$ cat src/rtl/dpw_pkg.sv
package dpw_pkg;

   // Default geometry of the whitening sequence.
   localparam int unsigned DPW_BYTE_W  = 8;
   localparam int unsigned DPW_HIST_W  = 23;
   localparam int unsigned DPW_TAP_NEAR = 18;

   // Direction of the bit chain: scrambler shifts its output bits into the
   // history, descrambler shifts its received bits.
   typedef enum logic {
      DPW_WHITEN   = 1'b0,
      DPW_UNWHITEN = 1'b1
   } dpw_dir_e;

endpackage

$ cat src/rtl/dpw_bit_chain.sv
// Combinational unrolled bit-serial whitening step for one word.
// Bit 0 is processed first; each step produces one output bit and one
// new history word.
module dpw_bit_chain
   import dpw_pkg::*;
#(
   parameter int unsigned W    = DPW_BYTE_W,
   parameter int unsigned LEN  = DPW_HIST_W,
   parameter int unsigned TAP  = DPW_TAP_NEAR,
   parameter dpw_dir_e    DIR  = DPW_WHITEN
) (
   input  logic [W-1:0]   din,
   input  logic [LEN-1:0] hist,
   output logic [W-1:0]   dout,
   output logic [LEN-1:0] hist_nxt
);

   localparam int unsigned NEAR_IDX = TAP - 1;
   localparam int unsigned FAR_IDX  = LEN - 1;

   logic [LEN-1:0] stage [W+1];

   assign stage[0] = hist;

   for (genvar i = 0; i < W; i++) begin : g_step
      assign dout[i] = din[i] ^ stage[i][NEAR_IDX] ^ stage[i][FAR_IDX];
      if (DIR == DPW_WHITEN) begin : g_fb_out
         assign stage[i+1] = {stage[i][LEN-2:0], dout[i]};
      end else begin : g_fb_in
         assign stage[i+1] = {stage[i][LEN-2:0], din[i]};
      end
   end

   assign hist_nxt = stage[W];

endmodule

$ cat src/rtl/dpw_hist_reg.sv
// History register with synchronous clear (priority) and advance.
module dpw_hist_reg #(
   parameter int unsigned LEN = 23
) (
   input  logic           clk,
   input  logic           rst_n,
   input  logic           clr,
   input  logic           adv,
   input  logic [LEN-1:0] nxt,
   output logic [LEN-1:0] q
);

   always_ff @(posedge clk or negedge rst_n) begin
      if (!rst_n) begin
         q <= '0;
      end else if (clr) begin
         q <= '0;
      end else if (adv) begin
         q <= nxt;
      end
   end

endmodule

$ cat src/rtl/dpw_path.sv
// One whitening path: scrambler + output register + loopback descrambler.
module dpw_path
   import dpw_pkg::*;
#(
   parameter int unsigned W   = DPW_BYTE_W,
   parameter int unsigned LEN = DPW_HIST_W,
   parameter int unsigned TAP = DPW_TAP_NEAR
) (
   input  logic         clk,
   input  logic         rst_n,
   input  logic         en,
   input  logic         clr,
   input  logic [W-1:0] in_data,
   input  logic         in_valid,
   output logic         in_ready,
   input  logic         in_sof,
   output logic [W-1:0] out_data,
   output logic         out_valid,
   input  logic         out_ready,
   output logic         out_sof,
   output logic [W-1:0] lb_data,
   output logic         lb_valid,
   output logic         lb_sof
);

   logic           take;
   logic           give;
   logic [LEN-1:0] sc_hist;
   logic [LEN-1:0] sc_hist_nxt;
   logic [W-1:0]   sc_word;
   logic [LEN-1:0] ds_hist;
   logic [LEN-1:0] ds_hist_nxt;
   logic [W-1:0]   ds_word;
   logic           out_en;

   assign in_ready = !out_valid || out_ready;
   assign take     = in_valid && in_ready;
   assign give     = out_valid && out_ready;

   // ---------------- scrambler side ----------------
   dpw_bit_chain #(
      .W   (W),
      .LEN (LEN),
      .TAP (TAP),
      .DIR (DPW_WHITEN)
   ) u_sc_chain (
      .din      (in_data),
      .hist     (sc_hist),
      .dout     (sc_word),
      .hist_nxt (sc_hist_nxt)
   );

   dpw_hist_reg #(
      .LEN (LEN)
   ) u_sc_hist (
      .clk   (clk),
      .rst_n (rst_n),
      .clr   (clr),
      .adv   (take && en),
      .nxt   (sc_hist_nxt),
      .q     (sc_hist)
   );

   always_ff @(posedge clk or negedge rst_n) begin
      if (!rst_n) begin
         out_valid <= 1'b0;
         out_data  <= '0;
         out_sof   <= 1'b0;
         out_en    <= 1'b0;
      end else begin
         if (take) begin
            out_valid <= 1'b1;
            out_data  <= en ? sc_word : in_data;
            out_sof   <= in_sof;
            out_en    <= en;
         end else if (give) begin
            out_valid <= 1'b0;
         end
      end
   end

   // ---------------- loopback descrambler ----------------
   dpw_bit_chain #(
      .W   (W),
      .LEN (LEN),
      .TAP (TAP),
      .DIR (DPW_UNWHITEN)
   ) u_ds_chain (
      .din      (out_data),
      .hist     (ds_hist),
      .dout     (ds_word),
      .hist_nxt (ds_hist_nxt)
   );

   dpw_hist_reg #(
      .LEN (LEN)
   ) u_ds_hist (
      .clk   (clk),
      .rst_n (rst_n),
      .clr   (1'b0),
      .adv   (give && out_en),
      .nxt   (ds_hist_nxt),
      .q     (ds_hist)
   );

   always_ff @(posedge clk or negedge rst_n) begin
      if (!rst_n) begin
         lb_valid <= 1'b0;
         lb_data  <= '0;
         lb_sof   <= 1'b0;
      end else begin
         lb_valid <= give;
         if (give) begin
            lb_data <= out_en ? ds_word : out_data;
            lb_sof  <= out_sof;
         end
      end
   end

endmodule

$ cat src/rtl/dp_whitener.sv
// Two independent whitening paths (low-latency and interleaved).
module dp_whitener
   import dpw_pkg::*;
#(
   parameter int unsigned W   = DPW_BYTE_W,
   parameter int unsigned LEN = DPW_HIST_W,
   parameter int unsigned TAP = DPW_TAP_NEAR
) (
   input  logic         clk,
   input  logic         rst_n,
   input  logic         fast_en,
   input  logic         fast_clr,
   input  logic [W-1:0] fast_in_data,
   input  logic         fast_in_valid,
   output logic         fast_in_ready,
   input  logic         fast_in_sof,
   output logic [W-1:0] fast_out_data,
   output logic         fast_out_valid,
   input  logic         fast_out_ready,
   output logic         fast_out_sof,
   output logic [W-1:0] fast_lb_data,
   output logic         fast_lb_valid,
   output logic         fast_lb_sof,
   input  logic         ilv_en,
   input  logic         ilv_clr,
   input  logic [W-1:0] ilv_in_data,
   input  logic         ilv_in_valid,
   output logic         ilv_in_ready,
   input  logic         ilv_in_sof,
   output logic [W-1:0] ilv_out_data,
   output logic         ilv_out_valid,
   input  logic         ilv_out_ready,
   output logic         ilv_out_sof,
   output logic [W-1:0] ilv_lb_data,
   output logic         ilv_lb_valid,
   output logic         ilv_lb_sof
);

   localparam int unsigned NPATH = 2;

   // Elaboration-time parameter checks.
   if (W < 1) begin : g_bad_w
      $error("dp_whitener: W must be at least 1");
   end
   if (LEN < 2) begin : g_bad_len
      $error("dp_whitener: LEN must be at least 2");
   end
   if (TAP < 1 || TAP >= LEN) begin : g_bad_tap
      $error("dp_whitener: TAP must lie in 1..LEN-1");
   end

   logic [NPATH-1:0] p_en, p_clr, p_in_valid, p_in_ready, p_in_sof;
   logic [NPATH-1:0] p_out_valid, p_out_ready, p_out_sof, p_lb_valid, p_lb_sof;
   logic [W-1:0]     p_in_data  [NPATH];
   logic [W-1:0]     p_out_data [NPATH];
   logic [W-1:0]     p_lb_data  [NPATH];

   assign p_en        = {ilv_en, fast_en};
   assign p_clr       = {ilv_clr, fast_clr};
   assign p_in_valid  = {ilv_in_valid, fast_in_valid};
   assign p_in_sof    = {ilv_in_sof, fast_in_sof};
   assign p_out_ready = {ilv_out_ready, fast_out_ready};
   assign p_in_data[0] = fast_in_data;
   assign p_in_data[1] = ilv_in_data;

   for (genvar p = 0; p < NPATH; p++) begin : g_path
      dpw_path #(
         .W   (W),
         .LEN (LEN),
         .TAP (TAP)
      ) u_path (
         .clk       (clk),
         .rst_n     (rst_n),
         .en        (p_en[p]),
         .clr       (p_clr[p]),
         .in_data   (p_in_data[p]),
         .in_valid  (p_in_valid[p]),
         .in_ready  (p_in_ready[p]),
         .in_sof    (p_in_sof[p]),
         .out_data  (p_out_data[p]),
         .out_valid (p_out_valid[p]),
         .out_ready (p_out_ready[p]),
         .out_sof   (p_out_sof[p]),
         .lb_data   (p_lb_data[p]),
         .lb_valid  (p_lb_valid[p]),
         .lb_sof    (p_lb_sof[p])
      );
   end

   assign fast_in_ready  = p_in_ready[0];
   assign fast_out_data  = p_out_data[0];
   assign fast_out_valid = p_out_valid[0];
   assign fast_out_sof   = p_out_sof[0];
   assign fast_lb_data   = p_lb_data[0];
   assign fast_lb_valid  = p_lb_valid[0];
   assign fast_lb_sof    = p_lb_sof[0];

   assign ilv_in_ready   = p_in_ready[1];
   assign ilv_out_data   = p_out_data[1];
   assign ilv_out_valid  = p_out_valid[1];
   assign ilv_out_sof    = p_out_sof[1];
   assign ilv_lb_data    = p_lb_data[1];
   assign ilv_lb_valid   = p_lb_valid[1];
   assign ilv_lb_sof     = p_lb_sof[1];

endmodule

$ cat config.mk
export PLATFORM = sky130hd
export DESIGN_NAME = dp_whitener
export DESIGN_NICKNAME = d
export VERILOG_FILES = /design/src/rtl/dpw_pkg.sv /design/src/rtl/dpw_bit_chain.sv /design/src/rtl/dpw_hist_reg.sv /design/src/rtl/dpw_path.sv /design/src/rtl/dp_whitener.sv
export SDC_FILE = /design/constraint.sdc
export NUM_CORES = 1
export LEC_CHECK = 0
export CORE_MARGIN = 1.5
export CORE_UTILIZATION = 45
export DETAILED_ROUTE_END_ITERATION = 6
export PLACE_DENSITY = 0.67
export SYNTH_ARGS = -nofsm -noshare
export SYNTH_HDL_FRONTEND = slang
export SYNTH_SLANG_ARGS = --single-unit
$ cat constraint.sdc
create_clock -name clk -period 1.8 [get_ports clk]
set_input_delay 0.27 -clock clk [delete_from_list [all_inputs] [get_ports clk]]
set_output_delay 0.27 -clock clk [all_outputs]
set_load 0.05 [all_outputs]
### After elaboration in Yosys (flattened, before gate mapping)

Cells that the tools add are included.

* output and inout bits: 42
* register bits after elaboration: 134
* input bits: 28

* muxes and demuxes: 12
* bitwise logic cells: 64
* reduce and logical (&&, ||, !) cells: 16

Operator list (number)
* $mux 23: 4
* $xor 1x1->1: 64
* $mux 8: 4
* $logic_and 1x1->1: 8
* $reduce_bool 2->1: 4
* $mux 1: 4
* $logic_not 1->1: 2
* $logic_or 1x1->1: 2

### Depth between registers and ports, before layout

Gate-level depths: netlist of the first run.

* depth in word-level cells: 6
* mapped depth: 5

### By module

A second synthesis of the first run with hierarchy kept.

* cell total of the unflattened synthesis: 594
* area, all modules: 7297.0 sq um

Modules (own cells, without submodules)
* dpw_hist_reg: area each 950.9 sq um, instances 4, cells an instance 74, sequential area each 575.6 sq um
* dpw_path: area each 1021.0 sq um, instances 2, cells an instance 87, sequential area each 525.5 sq um
* dpw_bit_chain: area each 362.8 sq um, instances 4, cells an instance 31, sequential area each 0.0 sq um

### Worst setup path after synthesis of the first run

No wires, ideal clock.

* path kind: register -> register
* from: register g_path[0].u_path.out_valid
* to: register g_path[0].u_path.out_data[0]
* path buffers: 1
* arrival time: 1672 ps
* stages on the path, launching flop included: 5
* period minus slack after synthesis: 1754 ps
* slack: 46 ps
* required time: 1718 ps
* setup time: 82 ps
* path through: dfrtp_1 -> nand2b_1 -> clkbuf_1 -> a21oi_1 -> a31oi_1

* longest elaborated chain between the ends: 3

Ends and longest elaborated chain
* start: declaration: RTL line dpw_path.sv:18 `output logic out_valid,`
* start signal: assignment: RTL line dpw_path.sv:66 `out_valid <= 1'b0;`
* start signal: assignment: RTL line dpw_path.sv:72 `out_valid <= 1'b1;`
* start signal: assignment: RTL line dpw_path.sv:77 `out_valid <= 1'b0;`
* $logic_not 1->1: RTL line dpw_path.sv:36 `assign in_ready = !out_valid || out_ready;`
* $logic_or 1x1->1: RTL line dpw_path.sv:36
* named net fast_in_ready: RTL line dp_whitener.sv:15 `output logic fast_in_ready,`
* $logic_and 1x1->1: RTL line dpw_path.sv:37 `assign take = in_valid && in_ready;`
* end signal: assignment: RTL line dpw_path.sv:73 `out_data <= en ? sc_word : in_data;`
* end: declaration: RTL line dpw_path.sv:17 `output logic [W-1:0] out_data,`

The timed path passes the listed nets, and every way through them passes these cells.
A chain may end at the register's enable or synchronous reset.

### Worst setup path in the final report of the first run

* from: register g_path[0].u_path.out_valid
* to: output port fast_out_valid

RTL lines
* end: declaration: RTL line dp_whitener.sv:18 `output logic fast_out_valid,`

No word-level cell between the ends.

==> results of run 1 <==
==> final cells by class <==
cell class,instances,area [µm²],share of cell area (%)
tap,168,210.2,2.899
sequential,134,3353,46.25
inverter,4,15.01,0.2071
multi-input combinational,288,2202,30.37
clock buffer,21,460.4,6.350
clock inverter,10,152.6,2.105
timing repair buffer,89,857.1,11.82
==> cells in the mapped netlist (all sizes together) <==
cell type	instances	area (µm²)
a21oi	16	80.08
a22o	46	402.9
a31oi	34	212.7
and2	4	25.02
and4b	2	20.02
buf	18	105.1
clkbuf	10	37.54
dfrtp	134	3353
inv	4	15.02
mux2	50	563.0
mux2i	2	20.02
nand2	2	12.51
nand2b	4	25.02
nor2	16	60.06
o21ai	32	160.2
or3	32	200.2
xnor2	48	420.4
==> timing repair <==
action	in CTS	in global routing
gates resized for setup	17	0
endpoints found under the setup margin	17	0
hold buffers	1	0
endpoints found under the hold margin	24	0
==> cell usage in the layout, fill, tap and decap left out, types with 4 or more instances in the layout <==
| cell type | n |
|---|---|
| xnor2_1 | 48 |
| or3_1 | 32 |
| o21ai_0 | 32 |
| and2_1 | 4 |
| nand2b_1 | 4 |
| a22o_1 | 46 |
| clkbuf_16 | 17 |
| buf_12 | 8 |
| buf_4 | 37 |
| clkdlybuf4s50_1 | 26 |
| a21oi_1 | 16 |
| nor2_1 | 16 |
| clkinv_2 | 5 |
| dlygate4sd2_1 | 17 |
| bufinv_16 | 4 |
| a31oi_1 | 34 |
| dfrtp_1 | 134 |
| mux2_2 | 49 |
==> power by group <==
part	internal, µW	total, µW	switching, µW
Clock	2370	3590	1230
Combinational	1190	2750	1560
Sequential	3730	4260	528
==> flip-flops by register name, summed over array words and instances (netlist names) <==
| signal | count |
|---|---|
| g_path.u_path.out_sof | 2 |
| g_path.u_path.out_valid | 2 |
| g_path.u_path.u_ds_hist.q | 46 |
| g_path.u_path.lb_data | 16 |
| g_path.u_path.out_data | 16 |
| g_path.u_path.lb_sof | 2 |
| g_path.u_path.out_en | 2 |
| g_path.u_path.lb_valid | 2 |
| g_path.u_path.u_sc_hist.q | 46 |
==> metal layers <==
layer	vias up	global-route usage (%)	part of all wire, %
met3	14	5.805	3.9
li1	1821	-	-
met4	0	5.935	1.2
met2	60	28.32	47
met1	1870	25.59	47
met5	-	0	0
==> kinds of logic after synthesis <==
kind of cell / synth area share, %
buffers and inverters: 2.760
XOR/XNOR: 7.359
AND/OR/NAND/NOR: 6.001
flip-flops: 58.69
AO/OA/AOI/OAI: 14.98
multiplexers: 10.21
==> final timing paths <==
kind	slack (ns)	depth (start not counted)	endpoint
max in group asynchronous	0.87	3	g_path[0].u_path.u_sc_hist.q[5]$_DFFE_PN0P_
max reg2reg	0.47	4	g_path[0].u_path.u_sc_hist.q[5]$_DFFE_PN0P_
min	0.32	2	g_path[0].u_path.lb_data[4]$_DFFE_PN0P_
min reg2reg	0.49	1	g_path[1].u_path.u_sc_hist.q[17]$_DFFE_PN0P_
max	0.21	1	fast_out_valid
min in group clk	0.47	2	g_path[0].u_path.out_sof$_DFFE_PN0P_
==> per-stage QoR <==
step,hold slack [ns],setup WS [ns]
after global routing,0.3625,0.1423
final,0.3186,0.2065
after CTS,0.3204,0.1952
after global placement,0.2212,0.1294
after detailed placement,0.2199,0.1153
after floorplan,-0.02559,0.04606
==> metrics, run 1 <==
# setup viols final 0; CTS clk-pin slew, worst paths 0.06 ns; Worst Setup Start Kind flip-flop; syn avg cell area 12.58 µm²; Layout area overhead 26.92%; post-synthesis register bit count 134; clock tree buffer depth 2; Synth Cell Area 5713 µm²; Starting Density 46.78%; Rows 40; run status completed; DR vias/cell 5.273; H-tree depth 4; largest net degree at the start of global routing 59; cell count after synthesis 454; Wirelength per Cell 15.97 µm; # DRC 0; Clock Sinks 134; max-cap viol count 0; Antenna Nets Post-Route 0; minimum clock period 1.594 ns; fin area 7251 µm²; vias in the first global route 3640; GRT Overall Usage 18.58%; PD cells 1463 nW/µm²; slowest CP cell dlygate4sd2_1; Fillers 1028; fin crit share 88.53%; initial antenna violation count 0; PnR Total Power 10610 µW; Layout Utilization 59.38%; crit path DAT 1.32 ns; Worst EP required 1.53 ns; Ant. Diodes 0; Area after DPL 6649 µm²; Fin Clk Skew 0.007079 ns; Finished Layout Cells 714; Leak 0.003033 µW; IR drop worst, VDD 842.3 µV; Die Span X 115.7 µm; Overflow after GRT 0; HPWL after DPL 7852 µm; Die ar. 13380 µm²; port bufs 69; CP Class flip-flop to output port; ratio of cells with drive above 1 in the final layout 23.26%; slowest cell delay on critical path 0.54 ns; GP Congestion 0.7517; CTS tree built; synth unique cells 20; Num CTS Buffers 17; nets@finish 562; Critical Path, Cell by Cell dlygate4sd2_1; Slew @ Worst Pin 0.4983 ns; delay-heaviest family, CP buffers and inverters; total wire length 11400 µm; postcts setup bufs 0; first-pass GRT wire length 18840 µm; critical path peak fanout 3; Die H 115.7 µm; via count 3765; Yosys warning total 0; endpoints failing hold 0; Pre-Repair DR Iteration Count 4; RSZ-0062 raised after global routing no; number of DRC markers in iteration 0 283; core box area 12210 µm²; sequential area share after synthesis 58.69%; CP Buf/Inv Count 1; top achievable clock speed 627.5 MHz; CP startpoint g_path[0].u_path.out_valid$_DFFE_PN0P_; Hold Path Class input port to asynchronous set/reset pin; syn nets 482; Max-slew headroom 66.91%; Crit Reg-Reg Startpoint g_path[0].u_path.out_valid$_DFFE_PN0P_; io pins 70; TNS Setup 0 ns; final max-slew violation count 0; CTS root buffer clkbuf_16; Clk Latency, worst-skew pair 0.41 ns; crit end category output port; Placed Cells 682
Power figures use the tool's default switching activity.
==> run 2: changes to the inputs <==
SLEW_MARGIN = 5   (was not set)
==> results of run 2 <==
No change in the layout: final DEF, timing and power equal those of run 1.
==> run 3: changes to the inputs <==
CORE_UTILIZATION = 55   (was 45)
PLACE_DENSITY = 0.79   (was 0.67)
SETUP_SLACK_MARGIN = 0.4   (was not set)
==> metrics, run 3 (synthesized netlist as in run 1, its figures left out) <==
most common cell after layout, fill and taps aside dfrtp_1; vias in the first global route 4135 (+14%); post-route setup slack 0.2694 ns (+0.06286 ns); endpoints failing hold 0 (unchanged); Clock Sinks 134 (unchanged); critical path peak fanout 3 (unchanged); Antenna Nets Post-Route 0 (unchanged); Seq pwr share 38.4% (-1.8 points); Max-slew headroom 72.80% (+5.9 points); io pins 70 (unchanged); core box area 10180 µm² (-17%); RSZ-0062 raised after global routing yes; multi-input logic area 2355 µm² (+6.9%); fin crit share 85.04% (-3.5 points); met2 Track Usage GR 40.48% (+12 points); global-route met1 utilization 35.22% (+9.6 points); Die H 104.9 µm (-9.3%); run status completed; Fillers 611 (-41%); Layout area overhead 33.18%; PD cells 1485 nW/µm² (+1.5%); Hold Path Class input port to asynchronous set/reset pin; Internal Power 7747 µW (+6.3%); GR peak layer met2; Comb pwr share 29.0% (+3.0 points); Die ar. 11010 µm² (-18%); Overflow after GRT 0 (unchanged); minimum clock period 1.531 ns (-0.06286 ns); Starting Density 56.09% (+9.3 points); CP Class flip-flop to output port; via count 4046 (+7.5%); DR vias/cell 5.780 (+9.6%); Register Area 3377 µm² (+0.71%); initial antenna violation count 0 (unchanged); first-pass GRT wire length 21930 µm (+16%); CTS tree built; ratio of cells with drive above 1 in the final layout 32.98% (+9.7 points); number of DRC markers in iteration 0 161 (-43%); Ant. Diodes 0 (unchanged); # DRC 0 (unchanged); Fin Hold WS 0.1474 ns (-0.1712 ns); HPWL after DPL 7875 µm (+0.29%); max-cap viol count 0 (unchanged); # setup viols final 0 (unchanged); final max-slew violation count 0 (unchanged); TNS Setup 0 ns (unchanged); total wire length 13220 µm (+16%); sw frac 31.45% (+0.17 points); DP Worst Slack 0.07155 ns (-0.04379 ns); Slew @ Worst Pin 0.4051 ns (-0.09325 ns); clock tree buffer depth 2 (unchanged); Num CTS Buffers 17 (unchanged); Wirelength per Cell 18.88 µm (+18%); Fin Clk Skew 0.009825 ns (+0.002747 ns); Clock Power Share 32.6% (-1.3 points); largest registers g_path.u_path.u_ds_hist.q (46), g_path.u_path.u_sc_hist.q (46); Die Span X 104.9 µm (-9.3%); Leak 0.003300 µW (+8.8%); IR drop worst, VDD 821.1 µV (-2.5%); Net Switching 3554 µW (+7.1%); top achievable clock speed 653.3 MHz (+4.1%); port bufs 69 (unchanged); CTS root buffer clkbuf_8; CTS clk-pin slew, worst paths 0.06 ns (about the same); largest net degree at the start of global routing 63 (+6.8%); Worst Setup Start Kind flip-flop; commonest non-fill, non-tap cells in the layout dfrtp_1 (115), xnor2_1 (48), a22o_1 (46); nets@finish 579 (+3.0%); Rows 37 (-7.5%); H-tree depth 4 (unchanged); Worst EP required 1.53 ns (about the same); GRT Overall Usage 25.93% (+7.4 points); Clk Latency, worst-skew pair 0.53 ns (+0.12 ns); GRT met3 Usage 5.303% (-0.50 points); crit end category output port; GP Congestion 0.7801 (+3.8%); Pre-Repair DR Iteration Count 4 (unchanged); crit path DAT 1.26 ns (-0.06 ns)
## run 3: changes by cell type in the layout (fill, tap and decap cells not counted), sizes merged
cell,previous run,this run
clkbuf,21,24
clkinv,5,3
dlygate4sd2,17,0
buf,45,79
## run 3: worst paths after layout
check                                                                 start                                            to  slack [ns]  depth (start not counted)
worst max register to register       g_path[1].u_path.out_valid$_DFFE_PN0P_  g_path[1].u_path.u_sc_hist.q[13]$_DFFE_PN0P_        0.37                          6
worst min-delay path                                                  rst_n       g_path[1].u_path.lb_data[2]$_DFFE_PN0P_        0.15                          2
min in group clk                                                 ilv_in_sof          g_path[1].u_path.out_sof$_DFFE_PN0P_        0.36                          2
worst min register to register  g_path[1].u_path.u_sc_hist.q[6]$_DFFE_PN0P_  g_path[1].u_path.u_sc_hist.q[14]$_DFFE_PN0P_        0.49                          1
worst max-delay path                 g_path[1].u_path.out_valid$_DFFE_PN0P_                                  ilv_in_ready        0.27                          3
max in group asynchronous                                             rst_n      g_path[1].u_path.out_data[1]$_DFFE_PN0P_        1.03                          3
## run 3: power groups by stage
| stage | Combinational, µW | Clock [µW] | Sequential (µW) |
|---|---|---|---|
| final | 3270 | 3680 | 4350 |
| after global routing | 3480 | 3840 | 4430 |
| after floorplan | 1490 | 0 | 4980 |
| after global placement | 2970 | 0 | 4320 |
| after CTS | 3210 | 3700 | 4320 |
| after detailed placement | 3050 | 0 | 4380 |
## run 3: metal layers
layer | part of all wire, % | vias to the layer above
met5 | 0 | -
met3 | 3.7 | 30
li1 | - | 1865
met4 | 2.8 | 0
met2 | 49 | 105
met1 | 45 | 2046
## run 3: layout make-up
class / instances / share of cell area (%)
Multi-Input combinational cell: 288 / 30.95
Clock inverter: 8 / 1.875
Tap cell: 136 / 2.236
Clock buffer: 24 / 6.446
Timing Repair Buffer: 106 / 13.91
Sequential cell: 134 / 44.38
Inverter: 4 / 0.1973
## run 3: metrics by stage
| stage | std cells | util [%] | total power, µW | instance area (µm²) |
|---|---|---|---|---|
| 6_report | 700 | 74.71 | 11300 | 7609 |
| 5_1_grt | 700 | 74.71 | 11760 | 7609 |
| 4_1_cts | 698 | 74.07 | 11240 | 7543 |
| 3_5_place_dp | 645 | 65.77 | 7427 | 6699 |
| 3_3_place_gp | 645 | 65.77 | 7288 | 6699 |
| 2_1_floorplan | 454 | - | 6473 | 5911 |
## run 3: worst max-delay path: stages (launching register included)
cell	delay, ns
dfrtp_2	0.43
nand2b_4	0.08
buf_6	0.10
buf_12	0.12
## run 3: repair_timing
item                       in CTS  in global routing
hold buffers                    1                  0
gates resized for setup       168                 16
setup buffers                  20                  2
setup endpoints to repair      42                 49
hold endpoints to repair      134                  0
